[config.mk]
export PLATFORM = sky130hd
export DESIGN_NAME = ddr_lane_interleaver
export DESIGN_NICKNAME = d
export VERILOG_FILES = /design/src/rtl/ddr_lane_pkg.sv /design/src/rtl/ddr_lane_capture.sv /design/src/rtl/ddr_lane_mux.sv /design/src/rtl/ddr_lane_out.sv /design/src/rtl/ddr_lane_interleaver.sv
export SDC_FILE = /design/constraint.sdc
export NUM_CORES = 1
export LEC_CHECK = 0
export BUFFER_PORTS_ARGS = -buffer_cell sky130_fd_sc_hd__buf_4
export CORE_AREA = 2 2 88 90
export DETAILED_ROUTE_END_ITERATION = 12
export DIE_AREA = 0 0 90 92
export GPL_TIMING_DRIVEN = 0
export PLACE_DENSITY = 0.48
export SYNTH_ARGS = -nofsm -noshare
export SYNTH_HDL_FRONTEND = slang
export SYNTH_SLANG_ARGS = --single-unit
[constraint.sdc]
create_clock -name clk -period 1.3 [get_ports clk]
set_input_delay 0.195 -clock clk [delete_from_list [all_inputs] [get_ports clk]]
set_output_delay 0.195 -clock clk [all_outputs]
set_load 0.005 [all_outputs]
[src/rtl/ddr_lane_pkg.sv]
package ddr_lane_pkg;
  typedef struct packed {
    logic lvds;
    logic byte_ord;
    logic dly;
    logic inv;
  } lane_cfg_t;
endpackage

[src/rtl/ddr_lane_capture.sv]
module ddr_lane_capture
  import ddr_lane_pkg::*;
#(
  parameter int W = 12
) (
  input  logic            clk,
  input  logic            rst,
  input  logic [W-1:0]    sample_in,
  input  lane_cfg_t       cfg_in,
  output logic            bound,
  output logic [W-1:0]    cap_q,
  output lane_cfg_t       cfg_q
);
  logic half_q;

  // half_q == 0 marks the edge that opens a new sample period
  assign bound = ~half_q;

  always_ff @(posedge clk) begin
    if (rst) begin
      half_q <= 1'b0;
      cap_q  <= '0;
      cfg_q  <= '0;
    end else begin
      half_q <= ~half_q;
      if (bound) begin
        cap_q <= sample_in;
        cfg_q <= cfg_in;
      end
    end
  end

  AST_CAP_HOLD: assert property (@(posedge clk) disable iff (rst)
    !bound |=> $stable(cap_q));

  AST_CFG_HOLD: assert property (@(posedge clk) disable iff (rst)
    !bound |=> $stable(cfg_q));
endmodule

[src/rtl/ddr_lane_mux.sv]
module ddr_lane_mux
  import ddr_lane_pkg::*;
#(
  parameter int W = 12
) (
  input  logic [W-1:0] cap,
  input  lane_cfg_t    cfg,
  input  logic         second,
  output logic [W-1:0] pre
);
  localparam int LANES = W / 2;

  logic [LANES-1:0] ddr_w;

  genvar k;
  generate
    for (k = 0; k < LANES; k++) begin : g_lane
      logic lo_bit;
      logic hi_bit;
      assign lo_bit   = cfg.byte_ord ? cap[k]         : cap[2*k];
      assign hi_bit   = cfg.byte_ord ? cap[k + LANES] : cap[2*k + 1];
      assign ddr_w[k] = second ? hi_bit : lo_bit;
    end
  endgenerate

  assign pre = cfg.lvds ? {{(W - LANES){1'b0}}, ddr_w} : cap;

  always_comb begin
    if (cfg.lvds) begin
      AST_UPPER_IDLE: assert (pre[W-1:LANES] == '0);
    end
  end
endmodule

[src/rtl/ddr_lane_out.sv]
module ddr_lane_out #(
  parameter int W = 12
) (
  input  logic         clk,
  input  logic         rst,
  input  logic [W-1:0] pre,
  input  logic         pre_dly,
  input  logic         bound,
  input  logic         inv_in,
  input  logic         inv_q,
  input  logic         obuf_off,
  input  logic         clkbuf_off,
  output logic [W-1:0] lane_out,
  output logic         clk_out,
  output logic         data_oe,
  output logic         clk_oe
);
  logic [W-1:0] lane_a_q;
  logic [W-1:0] lane_b_q;
  logic         a_dly_q;

  always_ff @(posedge clk) begin
    if (rst) begin
      lane_a_q <= '0;
      lane_b_q <= '0;
      a_dly_q  <= 1'b0;
      lane_out <= '0;
      clk_out  <= 1'b0;
      data_oe  <= 1'b1;
      clk_oe   <= 1'b1;
    end else begin
      lane_a_q <= pre;
      a_dly_q  <= pre_dly;
      lane_b_q <= lane_a_q;
      lane_out <= a_dly_q ? lane_b_q : lane_a_q;
      clk_out  <= bound ? ~inv_in : inv_q;
      data_oe  <= ~obuf_off;
      clk_oe   <= ~(obuf_off | clkbuf_off);
    end
  end

  AST_CLK_OFF: assert property (@(posedge clk) disable iff (rst)
    !data_oe |-> !clk_oe);

  AST_DLY_SHIFT: assert property (@(posedge clk) disable iff (rst)
    (a_dly_q && !$past(rst)) |=> (lane_out == $past(lane_b_q)));
endmodule

[src/rtl/ddr_lane_interleaver.sv]
module ddr_lane_interleaver
  import ddr_lane_pkg::*;
#(
  parameter int W = 12
) (
  input  logic         clk,
  input  logic         rst,
  input  logic [W-1:0] sample_in,
  input  logic         lvds_mode,
  input  logic         byte_order,
  input  logic         data_delay,
  input  logic         clk_invert,
  input  logic         obuf_off,
  input  logic         clkbuf_off,
  output logic [W-1:0] lane_out,
  output logic         clk_out,
  output logic         data_oe,
  output logic         clk_oe
);
  lane_cfg_t    cfg_in;
  lane_cfg_t    cfg_q;
  logic         bound;
  logic [W-1:0] cap_q;
  logic [W-1:0] pre;

  assign cfg_in = '{lvds: lvds_mode, byte_ord: byte_order,
                    dly: data_delay, inv: clk_invert};

  ddr_lane_capture #(.W(W)) u_cap (
    .clk(clk), .rst(rst), .sample_in(sample_in), .cfg_in(cfg_in),
    .bound(bound), .cap_q(cap_q), .cfg_q(cfg_q)
  );

  ddr_lane_mux #(.W(W)) u_mux (
    .cap(cap_q), .cfg(cfg_q), .second(bound), .pre(pre)
  );

  ddr_lane_out #(.W(W)) u_out (
    .clk(clk), .rst(rst), .pre(pre), .pre_dly(cfg_q.dly), .bound(bound),
    .inv_in(clk_invert), .inv_q(cfg_q.inv), .obuf_off(obuf_off),
    .clkbuf_off(clkbuf_off), .lane_out(lane_out), .clk_out(clk_out),
    .data_oe(data_oe), .clk_oe(clk_oe)
  );
endmodule

==> out/results.txt <==
CP Class = reg2reg
Logic pwr share = 0.078
Worst-skew pair later-pin latency = 340 ps
Measured slew at the worst slew-check pin = 476 ps
Worst slew margin = 0.683
Ys Warns = 0
Residual DRC = 0
Initial antenna violation count = 0
Layout cells sized above 1 = 0.286
Worst slack at placement = 139 ps
EDFF count, synth = 0
DR vias = 1,322
Status = completed
Required time worst endpoint = 1510 ps
Synth-to-layout area growth = 30.1%
Post-Synthesis Cells = 185
Die Wd = 90 um
Int Pwr = 0.00319 W
Max VDD drop = 0.000433 V
Switching pwr = 0.000901 W
CTS sink count = 57
Cell variety after synth = 21
Worst Clk Skew = 6.48 ps
Register area share after synthesis = 0.569
First-pass GRT wire length = 6210 um
All-Layer GR Usage = 0.101
Initial Util = 0.269
Drt wl/cell = 11.1 um
Total design power = 0.00409 W
Die area = 8280 um2
Cell row count = 32
Ys async rst share = 0
Lkg Pwr = 1.10 nW
Worst Hold Class = in2reg
Final Hold Vio Count = 0
Critical Path Fanout Max = 10
Fmax achieved = 841 MHz
Final setup viols = 0
Setup TNS Final = 0 ps
Flop pwr share = 0.462
Number of I/O pins = 35
Clock share of power = 0.460
Clock transition at path regs = 70 ps
Worst reg-to-reg path cell count = 4
Core Box Area = 7450 um2
Avg Cell Area, Syn = 10.8 um2
CTS tree = yes
Switch share = 0.220
Syn nets = 205
CTS resizes = 0
Startpoint types = register
Net count, final = 249
Hold depth = 2
Final slew viol count = 0
Placer congestion estimate = 0.790
Largest net degree at the start of global routing = 11
Max-cap viol count = 0
Seq cells post-synth = 57
Vias in the first global route = 1,314
Element type at the critical path end = register
Worst setup margin = 111 ps
PwrDens = 1570 nW/um2
# Post-CTS Setup Buffers = 0
GRT overflow = 0
Antenna Nets Post-Route = 0
DR iter-0 viols = 46
Top cell type's share of synthesized area = 0.569
Routed WL = 3730 um
Post-DP HPWL = 2590 um
Final Critical Period = 1190 ps
TritonCTS buffer count = 9
RSZ-0062 raised after global routing = false
Die Ht = 92 um
Worst EP arrival = 1400 ps
Clock root buffer = clkbuf_8
Area leader, netlist = dfxtp_1
Maximum root-to-sink buffer count = 2
Dominant cells by area after synthesis = dfxtp_1, mux2i_1, nor2_1
Post-DR vias/cell = 3.93
DR pass1 iterations = 4
H-tree levels = 3
Post-CTS Hold Buffers = 0
Post-synth design cell area = 2010 um2
Buffers on Ports = 33
Final critical-path share of the clock period = 0.915
Ys flop type = dfxtp_1
N_diodes = 0
## cell type report
type,count,area (um2)
clock inverters,5,77.6
flip-flops and latches,57,1140
fillers,770,4840
well taps,102,128
plain buffers,12,70.1
clock buffers,11,151
repair buffers,33,248
inverters,1,3.75
multi-input cells,115,791
## power groups by stage
stage | clock network (W) | logic [W] | registers (W)
6_report | 0.00188 | 0.000318 | 0.00189
5_1_grt | 0.00203 | 0.000351 | 0.00190
4_1_cts | 0.00193 | 0.000323 | 0.00189
3_5_place_dp | 0 | 0.000323 | 0.00193
3_3_place_gp | 0 | 0.000320 | 0.00193
2_1_floorplan | 0 | 0.000209 | 0.00191
## placed cells by master, fill, tap and decap left out
| master | instances |
|---|---|
| and3b_2 | 3 |
| mux2i_1 | 32 |
| a221oi_1 | 1 |
| bufinv_16 | 2 |
| nor2_1 | 33 |
| a21oi_1 | 7 |
| dfxtp_1 | 57 |
| nor2b_1 | 14 |
| nor3b_1 | 4 |
| and2_1 | 5 |
| a211oi_1 | 1 |
| a221oi_2 | 1 |
| clkbuf_1 | 1 |
| nor3_1 | 1 |
| clkinvlp_4 | 1 |
| clkinv_2 | 2 |
| buf_2 | 8 |
| inv_1 | 1 |
| clkbuf_8 | 11 |
| o21bai_1 | 3 |
| o21ai_0 | 3 |
| buf_4 | 35 |
| mux2_2 | 3 |
| buf_6 | 1 |
| nand2b_1 | 4 |
## per-layer routing
layer  track usage  part of all wire
met4         0.101             0.045
met5             0                 0
met2         0.148              0.43
met1         0.117              0.48
met3        0.0255             0.046
## kinds of logic (layout without fill, tap and decap cells)
kind of cell / after synthesis / after routing / synth area share
simple gates: 64 / 64 / 0.166
compound gates: 16 / 16 / 0.0518
flops: 57 / 57 / 0.569
mux: 35 / 35 / 0.177
buf+inv: 13 / 62 / 0.0368
## final timing paths
kind	from	endpoint	slack [ps]
worst max-delay path	u_cap.cfg_q[2]	u_out.lane_a_q[2]	110
worst min-delay path	clkbuf_off	u_out.clk_oe	20
worst max register to register	u_cap.cfg_q[2]	u_out.lane_a_q[2]	110
worst min register to register	u_out.lane_a_q[11]	u_out.lane_b_q[11]	460
## registers in the layout, summed over array words and instances (netlist names)
| register | cells |
|---|---|
| u_cap.cap_q | 12 |
| u_out.lane_a_q | 12 |
| u_out.lane_b_q | 12 |
| u_out.lane_out | 12 |
| u_cap.cfg_q | 4 |
| u_cap.half_q | 1 |
| u_out.a_dly_q | 1 |
| u_out.clk_oe | 1 |
| u_out.clk_out | 1 |
| u_out.data_oe | 1 |
## per-stage QoR
stage / cell area [um2] / utilization / instances / hold WS (ps)
6_report: 2610 / 0.350 / 336 / 24.7
5_1_grt: 2610 / 0.350 / 336 / 21.7
4_1_cts: 2610 / 0.350 / 336 / 8.63
3_5_place_dp: 2380 / 0.320 / 320 / 377
3_3_place_gp: 2380 / 0.320 / 320 / 373
2_1_floorplan: 2010 / - / 185 / 269
## critical path: stages, from the launching register on
cell and delay, ps:
dfxtp_1 450, buf_6 190, and3b_2 210, a21oi_1 110, o21ai_0 100
## synthesized netlist by cell type, types with 2 or more instances
cell,n
nor2_1,33
nor2b_1,14
nor3b_1,4
o21bai_1,3
buf_4,2
nand2b_1,4
a21oi_1,7
mux2i_1,32
and3b_2,3
o21ai_0,3
and2_1,5
buf_2,8
mux2_2,3
dfxtp_1,57
(Power assumes the default switching activity.)
